**src/rtl/desc_ring_pkg.sv**
```systemverilog
package desc_ring_pkg;
  // register map
  localparam logic [2:0] RA_CSR   = 3'd0;
  localparam logic [2:0] RA_FIRST = 3'd1;
  localparam logic [2:0] RA_LAST  = 3'd2;
  localparam logic [2:0] RA_HEAD  = 3'd3;
  localparam logic [2:0] RA_TAIL  = 3'd4;

  // control/status bit positions
  localparam int CSR_EN   = 0;
  localparam int CSR_TERM = 1;
  localparam int CSR_BUSY = 2;
  localparam int CSR_PERR = 3;

  // doubleword slots inside a descriptor that carry information
  localparam int W_HDR = 0;
  localparam int W_SRC = 1;
  localparam int W_KEY = 5;
  localparam int W_IV  = 6;
  localparam int W_DST = 7;

  typedef enum logic [1:0] {
    ST_IDLE  = 2'd0,
    ST_FETCH = 2'd1,
    ST_EXEC  = 2'd2,
    ST_ADV   = 2'd3
  } seq_state_t;
endpackage

```
**src/rtl/desc_ring_regs.sv**
```systemverilog
module desc_ring_regs
  import desc_ring_pkg::*;
#(
  parameter int AW         = 48,
  parameter int DW         = 64,
  parameter int DESC_BYTES = 64
) (
  input  logic          clk,
  input  logic          rst_n,
  input  logic          reg_wr,
  input  logic [2:0]    reg_addr,
  input  logic [DW-1:0] reg_wdata,
  output logic [DW-1:0] reg_rdata,
  input  logic          adv_head,
  input  logic          set_term,
  input  logic          busy,
  output logic [AW-1:0] first_ptr,
  output logic [AW-1:0] last_ptr,
  output logic [AW-1:0] head_ptr,
  output logic [AW-1:0] tail_ptr,
  output logic          en,
  output logic          perr
);
  localparam int OFF_W = $clog2(DESC_BYTES);

  logic [AW-1:0] first_q, last_q, head_q, tail_q;
  logic [AW-1:0] first_d, last_d, head_d, tail_d;
  logic          en_q, term_q, perr_q;
  logic          en_d, term_d, perr_d;
  logic          ld_first, ld_last, ld_head, ld_tail, ld_csr;
  logic [AW-1:0] wr_val, head_inc, head_wrap;
  logic          wr_bad, csr_arm;

  assign wr_val    = reg_wdata[AW-1:0];
  assign wr_bad    = (wr_val[OFF_W-1:0] != '0) || (wr_val < first_q) || (wr_val >= last_q);
  assign head_inc  = head_q + AW'(DESC_BYTES);
  assign head_wrap = (head_inc >= last_q) ? first_q : head_inc;
  assign csr_arm   = reg_wr && (reg_addr == RA_CSR) && reg_wdata[CSR_EN];

  // next-state
  always_comb begin
    ld_first = reg_wr && (reg_addr == RA_FIRST);
    ld_last  = reg_wr && (reg_addr == RA_LAST);
    ld_tail  = reg_wr && (reg_addr == RA_TAIL);
    ld_head  = (reg_wr && (reg_addr == RA_HEAD)) || adv_head;
    ld_csr   = (reg_wr && (reg_addr == RA_CSR)) || set_term ||
               (reg_wr && ((reg_addr == RA_HEAD) || (reg_addr == RA_TAIL)) && wr_bad);

    first_d = wr_val;
    last_d  = wr_val;
    tail_d  = wr_val;
    head_d  = (reg_wr && (reg_addr == RA_HEAD)) ? wr_val : head_wrap;

    en_d   = en_q;
    term_d = term_q;
    perr_d = perr_q;
    if (reg_wr && (reg_addr == RA_CSR)) en_d = reg_wdata[CSR_EN];
    if (set_term) term_d = 1'b1;
    if (reg_wr && ((reg_addr == RA_HEAD) || (reg_addr == RA_TAIL)) && wr_bad) perr_d = 1'b1;
    if (csr_arm) begin
      term_d = 1'b0;
      perr_d = 1'b0;
    end
  end

  // registers
  always_ff @(posedge clk or negedge rst_n) begin
    if (!rst_n) begin
      first_q <= '0;
      last_q  <= '0;
      head_q  <= '0;
      tail_q  <= '0;
      en_q    <= 1'b0;
      term_q  <= 1'b0;
      perr_q  <= 1'b0;
    end else begin
      if (ld_first) first_q <= first_d;
      if (ld_last)  last_q  <= last_d;
      if (ld_head)  head_q  <= head_d;
      if (ld_tail)  tail_q  <= tail_d;
      if (ld_csr) begin
        en_q   <= en_d;
        term_q <= term_d;
        perr_q <= perr_d;
      end
    end
  end

  // readback
  always_comb begin
    reg_rdata = '0;
    unique case (reg_addr)
      RA_CSR: begin
        reg_rdata[CSR_EN]   = en_q;
        reg_rdata[CSR_TERM] = term_q;
        reg_rdata[CSR_BUSY] = busy;
        reg_rdata[CSR_PERR] = perr_q;
      end
      RA_FIRST: reg_rdata = DW'(first_q);
      RA_LAST:  reg_rdata = DW'(last_q);
      RA_HEAD:  reg_rdata = DW'(head_q);
      RA_TAIL:  reg_rdata = DW'(tail_q);
      default:  reg_rdata = '0;
    endcase
  end

  assign first_ptr = first_q;
  assign last_ptr  = last_q;
  assign head_ptr  = head_q;
  assign tail_ptr  = tail_q;
  assign en        = en_q;
  assign perr      = perr_q;

  // error flag stays until an enabling control write
  assert_perr_sticky_R4: assert property (@(posedge clk) disable iff (!rst_n)
    perr_q && !csr_arm |=> perr_q);

  // an illegal pointer write raises the error flag
  assert_bad_ptr_flag_R4: assert property (@(posedge clk) disable iff (!rst_n)
    reg_wr && (reg_addr == RA_TAIL) && (reg_wdata[OFF_W-1:0] != '0) |=> perr_q);

  // a terminated job never advances the consumer pointer
  assert_term_no_adv_R9: assert property (@(posedge clk) disable iff (!rst_n)
    set_term |-> !adv_head);

  // enabling write clears terminated
  assert_arm_clears_R3: assert property (@(posedge clk) disable iff (!rst_n)
    csr_arm |=> !term_q && en_q);
endmodule

```
**src/rtl/desc_ring_seq.sv**
```systemverilog
module desc_ring_seq
  import desc_ring_pkg::*;
#(
  parameter int AW         = 48,
  parameter int DESC_BYTES = 64
) (
  input  logic               clk,
  input  logic               rst_n,
  input  logic               en,
  input  logic               perr,
  input  logic [AW-1:0]      head_ptr,
  input  logic [AW-1:0]      tail_ptr,
  output logic               mem_req,
  output logic [AW-1:0]      mem_addr,
  input  logic               mem_rvalid,
  output logic               cap_en,
  output logic [$clog2(DESC_BYTES/8)-1:0] cap_idx,
  output logic               eng_valid,
  input  logic               eng_done,
  output logic               adv_head,
  output logic               set_term,
  output logic               busy,
  output logic               event_pulse
);
  localparam int WORDS = DESC_BYTES / 8;
  localparam int WI_W  = $clog2(WORDS);

  seq_state_t      state_q, state_d;
  logic [WI_W-1:0] idx_q, idx_d;
  logic            start;

  assign start = en && !perr && (head_ptr != tail_ptr);

  // next-state
  always_comb begin
    state_d  = state_q;
    idx_d    = idx_q;
    set_term = 1'b0;
    adv_head = 1'b0;
    unique case (state_q)
      ST_IDLE: begin
        if (start) begin
          state_d = ST_FETCH;
          idx_d   = WI_W'(W_HDR);
        end
      end
      ST_FETCH: begin
        if (mem_rvalid) begin
          if (idx_q == WI_W'(W_DST))      state_d = ST_EXEC;
          else if (idx_q == WI_W'(W_SRC)) idx_d   = WI_W'(W_KEY);
          else                            idx_d   = idx_q + 1'b1;
        end
      end
      ST_EXEC: begin
        if (eng_done) begin
          if (en) state_d = ST_ADV;
          else begin
            state_d  = ST_IDLE;
            set_term = 1'b1;
          end
        end
      end
      ST_ADV: begin
        adv_head = 1'b1;
        state_d  = ST_IDLE;
      end
      default: state_d = ST_IDLE;
    endcase
  end

  // registers
  always_ff @(posedge clk or negedge rst_n) begin
    if (!rst_n) begin
      state_q <= ST_IDLE;
      idx_q   <= '0;
    end else begin
      state_q <= state_d;
      idx_q   <= idx_d;
    end
  end

  assign mem_req     = (state_q == ST_FETCH);
  assign mem_addr    = head_ptr + AW'({idx_q, 3'b000});
  assign cap_en      = mem_req && mem_rvalid;
  assign cap_idx     = idx_q;
  assign eng_valid   = (state_q == ST_EXEC);
  assign event_pulse = adv_head;
  assign busy        = (state_q != ST_IDLE) || start;

  // request and address hold until the data returns
  assert_req_held_R6: assert property (@(posedge clk) disable iff (!rst_n)
    mem_req && !mem_rvalid |=> mem_req && $stable(mem_addr));

  // unused descriptor slots are never read
  assert_no_unused_fetch_R6: assert property (@(posedge clk) disable iff (!rst_n)
    mem_req |-> (idx_q < WI_W'(2)) || (idx_q > WI_W'(4)));

  // offer held until done
  assert_valid_held_R8: assert property (@(posedge clk) disable iff (!rst_n)
    eng_valid && !eng_done |=> eng_valid);

  // event is a single-cycle pulse
  assert_event_single_R8: assert property (@(posedge clk) disable iff (!rst_n)
    event_pulse |=> !event_pulse);

  // a job on offer always reads as busy
  assert_busy_inflight_R5: assert property (@(posedge clk) disable iff (!rst_n)
    eng_valid |-> busy);
endmodule

```
**src/rtl/desc_ring_decode.sv**
```systemverilog
module desc_ring_decode
  import desc_ring_pkg::*;
#(
  parameter int AW    = 48,
  parameter int DW    = 64,
  parameter int LEN_W = 24,
  parameter int WI_W  = 3
) (
  input  logic            clk,
  input  logic            rst_n,
  input  logic            cap_en,
  input  logic [WI_W-1:0] cap_idx,
  input  logic [DW-1:0]   cap_data,
  output logic [7:0]      op,
  output logic            encrypt,
  output logic            sob,
  output logic            eob,
  output logic [7:0]      ctype,
  output logic [LEN_W:0]  len_bytes,
  output logic [AW-1:0]   src,
  output logic [AW-1:0]   key,
  output logic [AW-1:0]   iv,
  output logic [AW-1:0]   dst
);
  logic [DW-1:0] hdr_q;
  logic [AW-1:0] src_q, key_q, iv_q, dst_q;
  logic          ld_hdr, ld_src, ld_key, ld_iv, ld_dst;

  always_comb begin
    ld_hdr = cap_en && (cap_idx == WI_W'(W_HDR));
    ld_src = cap_en && (cap_idx == WI_W'(W_SRC));
    ld_key = cap_en && (cap_idx == WI_W'(W_KEY));
    ld_iv  = cap_en && (cap_idx == WI_W'(W_IV));
    ld_dst = cap_en && (cap_idx == WI_W'(W_DST));
  end

  always_ff @(posedge clk or negedge rst_n) begin
    if (!rst_n) begin
      hdr_q <= '0;
      src_q <= '0;
      key_q <= '0;
      iv_q  <= '0;
      dst_q <= '0;
    end else begin
      if (ld_hdr) hdr_q <= cap_data;
      if (ld_src) src_q <= cap_data[AW-1:0];
      if (ld_key) key_q <= cap_data[AW-1:0];
      if (ld_iv)  iv_q  <= cap_data[AW-1:0];
      if (ld_dst) dst_q <= cap_data[AW-1:0];
    end
  end

  assign op        = hdr_q[63:56];
  assign encrypt   = hdr_q[55];
  assign sob       = hdr_q[54];
  assign eob       = hdr_q[53];
  assign ctype     = hdr_q[31:24];
  assign len_bytes = {1'b0, hdr_q[LEN_W-1:0]} + 1'b1;
  assign src       = src_q;
  assign key       = key_q;
  assign iv        = iv_q;
  assign dst       = dst_q;
endmodule

```
**src/rtl/desc_ring_ctrl.sv**
```systemverilog
module desc_ring_ctrl
  import desc_ring_pkg::*;
#(
  parameter int AW         = 48,
  parameter int DW         = 64,
  parameter int DESC_BYTES = 64,
  parameter int LEN_W      = 24
) (
  input  logic            clk,
  input  logic            rst_n,
  input  logic            reg_wr,
  input  logic [2:0]      reg_addr,
  input  logic [DW-1:0]   reg_wdata,
  output logic [DW-1:0]   reg_rdata,
  output logic            mem_req,
  output logic [AW-1:0]   mem_addr,
  input  logic            mem_rvalid,
  input  logic [DW-1:0]   mem_rdata,
  output logic            eng_valid,
  output logic [7:0]      eng_op,
  output logic            eng_encrypt,
  output logic            eng_sob,
  output logic            eng_eob,
  output logic [7:0]      eng_ctype,
  output logic [LEN_W:0]  eng_len,
  output logic [AW-1:0]   eng_src,
  output logic [AW-1:0]   eng_key,
  output logic [AW-1:0]   eng_iv,
  output logic [AW-1:0]   eng_dst,
  input  logic            eng_done,
  output logic            event_pulse
);
  localparam int WI_W = $clog2(DESC_BYTES / 8);

  logic [AW-1:0]   first_ptr, last_ptr, head_ptr, tail_ptr;
  logic            en, perr, busy, adv_head, set_term, cap_en;
  logic [WI_W-1:0] cap_idx;

  desc_ring_regs #(.AW(AW), .DW(DW), .DESC_BYTES(DESC_BYTES)) u_regs (
    .clk, .rst_n, .reg_wr, .reg_addr, .reg_wdata, .reg_rdata,
    .adv_head, .set_term, .busy,
    .first_ptr, .last_ptr, .head_ptr, .tail_ptr, .en, .perr
  );

  desc_ring_seq #(.AW(AW), .DESC_BYTES(DESC_BYTES)) u_seq (
    .clk, .rst_n, .en, .perr, .head_ptr, .tail_ptr,
    .mem_req, .mem_addr, .mem_rvalid, .cap_en, .cap_idx,
    .eng_valid, .eng_done, .adv_head, .set_term, .busy, .event_pulse
  );

  desc_ring_decode #(.AW(AW), .DW(DW), .LEN_W(LEN_W), .WI_W(WI_W)) u_dec (
    .clk, .rst_n, .cap_en, .cap_idx, .cap_data(mem_rdata),
    .op(eng_op), .encrypt(eng_encrypt), .sob(eng_sob), .eob(eng_eob),
    .ctype(eng_ctype), .len_bytes(eng_len),
    .src(eng_src), .key(eng_key), .iv(eng_iv), .dst(eng_dst)
  );

  // job fields hold while the offer waits
  assert_fields_stable_R7: assert property (@(posedge clk) disable iff (!rst_n)
    eng_valid && !eng_done |=> $stable(eng_op) && $stable(eng_len) &&
                               $stable(eng_src) && $stable(eng_dst));

  // unused upper bits of a pointer readback are zero
  assert_ptr_upper_zero_R1: assert property (@(posedge clk) disable iff (!rst_n)
    (reg_addr != RA_CSR) |-> (reg_rdata[DW-1:AW] == '0));
endmodule

```
**config.mk**
```make
export PLATFORM = sky130hd
export DESIGN_NAME = desc_ring_ctrl
export DESIGN_NICKNAME = d
export VERILOG_FILES = /design/src/rtl/desc_ring_pkg.sv /design/src/rtl/desc_ring_regs.sv /design/src/rtl/desc_ring_seq.sv /design/src/rtl/desc_ring_decode.sv /design/src/rtl/desc_ring_ctrl.sv
export SDC_FILE = /design/constraint.sdc
export NUM_CORES = 1
export LEC_CHECK = 0
export ABC_AREA = 1
export BUFFER_PORTS_ARGS = -buffer_cell sky130_fd_sc_hd__buf_2
export CAP_MARGIN = 20
export CORE_UTILIZATION = 30
export CTS_CLUSTER_SIZE = 28
export DETAILED_ROUTE_END_ITERATION = 10
export PLACE_DENSITY = 0.57
export SETUP_SLACK_MARGIN = 0.05
export SLEW_MARGIN = 20
export SYNTH_ARGS = -nofsm -noshare
export SYNTH_HDL_FRONTEND = slang
export SYNTH_SLANG_ARGS = --single-unit
```
**constraint.sdc**
```tcl
create_clock -name clk -period 8.25 [get_ports clk]
set_input_delay 0.825 -clock clk [delete_from_list [all_inputs] [get_ports clk]]
set_output_delay 0.825 -clock clk [all_outputs]
set_load 0.02 [all_outputs]
```
==> run_results.csv <==
group,metric,value,unit
outcome,outcome,"completed",
cts,post_cts_buffers,0,
synthesis,synth_cells,3108,
critical_path,worst-r2r-cell-count,22,
sta,fin_setup_tns,0,ns
cts,clock_tree.htree_level_count,2,
flow_run,max_cap_viol_count,0,
cells_and_area,n_fill_cell,8689,
synthesis,synthArstFlopShare,1.000,
cells_and_area,post_layout_nonfiller_instances,4578,
cts,cts_tree,"done",
sta,rsz0062_at_grt,"false",
die,starting_density_of_the_core,0.3024,
hold_path,timing.hold.worst.class,"in -> async",
pwr,cellPowerDensity,332.8,nW/um2
placement,gp_congestion,0.9463,
sta,finalCritPeriodShare,0.6261,
grt,groute.usage.overall,0.2009,
sta,finalWorstPathRequiredPeriod,5.166,ns
critical_path,path_max_fanout,43,
drt,antenna_violating_nets_post_route,0,
synthesis,ys.warnings.count,0,
synthesis,netlist_top_cells_count,"sky130_fd_sc_hd__nand2_1 (739), sky130_fd_sc_hd__dfrtp_1 (435), sky130_fd_sc_hd__inv_1 (397), sky130_fd_sc_hd__o21ai_0 (366), sky130_fd_sc_hd__nor2_1 (183)",
drt,initial_detailed_routing_violation_count,1942,
sta,worst_pin_slew,1.067,ns
critical_path,r2r_start,"u_regs.head_ptr[6]",
cells_and_area,area_growth,19.20,%
sta,timing.max_slew.rel_slack,0.2885,
synthesis,synth_top_cell_area_share,0.4391,
cts,ctsResizeCount,0,
grt,number_of_global_route_vias_before_repair,20390,
pwr,power.share.combinational,0.421,
critical_path,reg2reg_to,"u_regs.head_ptr[1]",
grt,grt_antenna_before_repair,17,
critical_path,reg2reg_slack,3.08,ns
critical_path,crit_type,"reg -> reg",
cts,worst_setup_hold_path_clk_slew,0.06,ns
cells_and_area,final_core_utilization,0.3605,
drt,wl_per_cell,19.03,um
critical_path,timing.critical_path.from_type,"flip-flop",
synthesis,mean_post_synth_cell_area,7.977,um2
drt,route.detailed.drc,0,
cells_and_area,multi_input_comb_area,11620,um2
synthesis,yosys.cell_count.top_type,"sky130_fd_sc_hd__nand2_1",
synthesis,biggest_area_contributors_in_the_synthesized_netlist,"sky130_fd_sc_hd__dfrtp_1 (44%), sky130_fd_sc_hd__nand2_1 (11%), sky130_fd_sc_hd__ha_1 (7.5%)",
sta,fmax,193.6,MHz
placement,place.detailed.hpwl,63.74,mm
cts,clock_latency_on_the_worst_skew_pair,0.64,ns
cts,cts_inserted_buffers,53,
sta,count_of_endpoints_failing_hold_in_the_final_timing_report,0,
pwr,sw_frac_of_total,0.4413,
die,placementRows,105,
grt,global_route.overflow_total,0,
pwr,p_leak,0.01542,uW
drt,dr_vias,22240,
cells_and_area,finalNetCount,3747,
die,width_of_the_chip,289.5,um
synthesis,synth-edff-count,0,
critical_path,worst_ep_required_time,8.77,ns
synthesis,synthDominantAreaCellType,"sky130_fd_sc_hd__dfrtp_1",
cts,clock_tree.root_cell,"sky130_fd_sc_hd__clkbuf_16",
drt,drt-total-wl,87.13,mm
die,die_area,83790,um2
drt,first_pass_iters,5,
synthesis,synthFlopType,"sky130_fd_sc_hd__dfrtp_1",
cts,tritoncts_sink_count,435,
pwr,internal_power,5495,uW
cells_and_area,register_area,10890,um2
sta,timing.final.setup_violations,0,
sta,finClkSkew,0.06990,ns
critical_path,end_kind,"flip-flop",
die,die_height,289.5,um
cts,postCtsHoldBufs,0,
critical_path,cp_arrival,5.68,ns
synthesis,synth-seq-area-share,0.4391,
die,core_region_area,81980,um2
drt,viasPerCell,4.858,
synthesis,number_of_different_library_cells_in_the_post_synthesis_netlist,53,
placement,post-place-cells,4475,
pwr,power_frac_clock,0.240,
sta,final_count_of_pins_violating_max_slew,0,
pwr,power.switching,4341,uW
synthesis,syn-cell-area,24790,um2
die,io-pin-count,487,
pwr,power_frac_seq,0.340,
placement,numPortBuffers,449,
synthesis,ys_seq_elements,435,
cts,clock_tree.buffer_depth,3,
grt,wire_length_of_the_first_global_routing_pass,128.2,mm
cells_and_area,final_layout_size_suffix_gt1_frac,0.1758,
grt,grt_start_max_net_pins,160,
pwr,vdd_drop_max,0.1485,mV
## placed cells by master, fill, tap and decap left out, drive strengths merged, types with 2 or more instances in the layout
cell type and n:
bufinv 2, clkbuf 75, o22ai 43, or2 4, buf 466, a21oi 128, a221o 3, nor2 195
nand3 143, o221ai 2, inv 405, nand4 41, xnor2 47, a21o 4, nor3 36, o21ai 375
and3 2, nor4 5, nor3b 3, a221oi 17, diode 5, o211ai 2, o2111ai 23, clkinvlp 4
mux2 11, clkinv 13, xor2 89, nand2 745, o21a 4, nand3b 7, dfrtp 435, ha 149
conb 16
## final cells by class
class                           instances  area share
Clock buffer                           75     0.05174
Sequential cell                       435      0.3684
Timing Repair Buffer                  466     0.08223
Antenna cell                            5   0.0004234
Multi-Input combinational cell       2103      0.3931
Tap cell                             1070     0.04530
Clock inverter                         22    0.007748
Inverter                              402     0.05106
## metal layers
| layer | vias to the layer above | global-route usage | wire length, um |
|---|---|---|---|
| met5 | - | 0 | 58 |
| met4 | 10 | 0.08921 | 3878 |
| met3 | 192 | 0.03047 | 5193 |
| met2 | 705 | 0.3052 | 39050 |
| met1 | 10590 | 0.2809 | 38940 |
| li1 | 10750 | - | - |
## critical path: stages (launching register included)
cell and delay, ns:
sky130_fd_sc_hd__dfrtp_1 0.54, sky130_fd_sc_hd__ha_1 0.37, sky130_fd_sc_hd__nand2_1 0.10, sky130_fd_sc_hd__nor2_1 0.24, sky130_fd_sc_hd__nand2_1 0.20, sky130_fd_sc_hd__inv_1 0.18, sky130_fd_sc_hd__nand4_1 0.17, sky130_fd_sc_hd__xor2_1 0.29
sky130_fd_sc_hd__inv_1 0.08, sky130_fd_sc_hd__ha_1 0.28, sky130_fd_sc_hd__nand2_1 0.07, sky130_fd_sc_hd__nor2_1 0.14, sky130_fd_sc_hd__nand4_1 0.12, sky130_fd_sc_hd__nor2_1 0.21, sky130_fd_sc_hd__nand3_1 0.13, sky130_fd_sc_hd__nand2_1 0.12
sky130_fd_sc_hd__nor2_4 0.03, sky130_fd_sc_hd__buf_4 0.29, sky130_fd_sc_hd__nand2_2 0.54, sky130_fd_sc_hd__buf_4 0.45, sky130_fd_sc_hd__nand2_1 0.26, sky130_fd_sc_hd__nand3_1 0.12, sky130_fd_sc_hd__nand2_1 0.06
## cell families (layout without fill, tap and decap cells)
group                    after synthesis  after routing  synth area share
AO/OA/AOI/OAI                        607            607            0.1334
XOR/XNOR                             136            136           0.04805
adder cells (fa/ha/maj)              150            150           0.07601
other                                  1             21         0.0001513
buffers and inverters                585            965           0.09736
multiplexers                          11             11          0.004997
flip-flops                           435            435            0.4391
AND/OR/NAND/NOR                     1183           1183            0.2009
## how the worst max path moves through the flow
stage                  startpoint                 end  slack (ns)  cells after the start
2_1_floorplan    u_seq.cap_idx[0]        mem_addr[41]        5.07                     11
3_3_place_gp   u_regs.head_ptr[8]  u_regs.head_ptr[4]        3.25                     23
3_5_place_dp   u_regs.head_ptr[6]  u_regs.head_ptr[3]        3.19                     22
4_1_cts        u_regs.head_ptr[6]  u_regs.head_ptr[4]        3.18                     22
5_1_grt        u_regs.head_ptr[8]  u_regs.head_ptr[0]        2.70                     23
6_report       u_regs.head_ptr[6]  u_regs.head_ptr[1]        3.08                     22
## metrics by stage
step	instance area (um2)	setup WS (ns)	power, uW	hold WS [ns]
finish	29550	3.084	9836	0.2883
global route	29550	2.700	10510	0.3418
CTS	29510	3.175	9899	0.2775
detailed placement	27750	3.193	7500	0.4675
global placement	27750	3.251	7445	0.4603
floorplan	24850	5.073	6063	0.4530
## power groups by stage
stage	Clock, uW	Sequential (uW)	Combinational, uW
floorplan	0	3500	2570
global placement	0	3350	4100
detailed placement	0	3360	4140
CTS	2420	3330	4150
global route	2500	3430	4580
finish	2360	3340	4140
## state kept, by name, summed over array words and instances (netlist names), 3 cells and up
name              count
u_dec.dst            48
u_dec.hdr_q          43
u_dec.iv             48
u_dec.key            48
u_dec.src            48
u_regs.first_ptr     48
u_regs.head_ptr      48
u_regs.last_ptr      48
u_regs.tail_ptr      48
u_seq.cap_idx         3
Power figures use the tool's default switching activity.
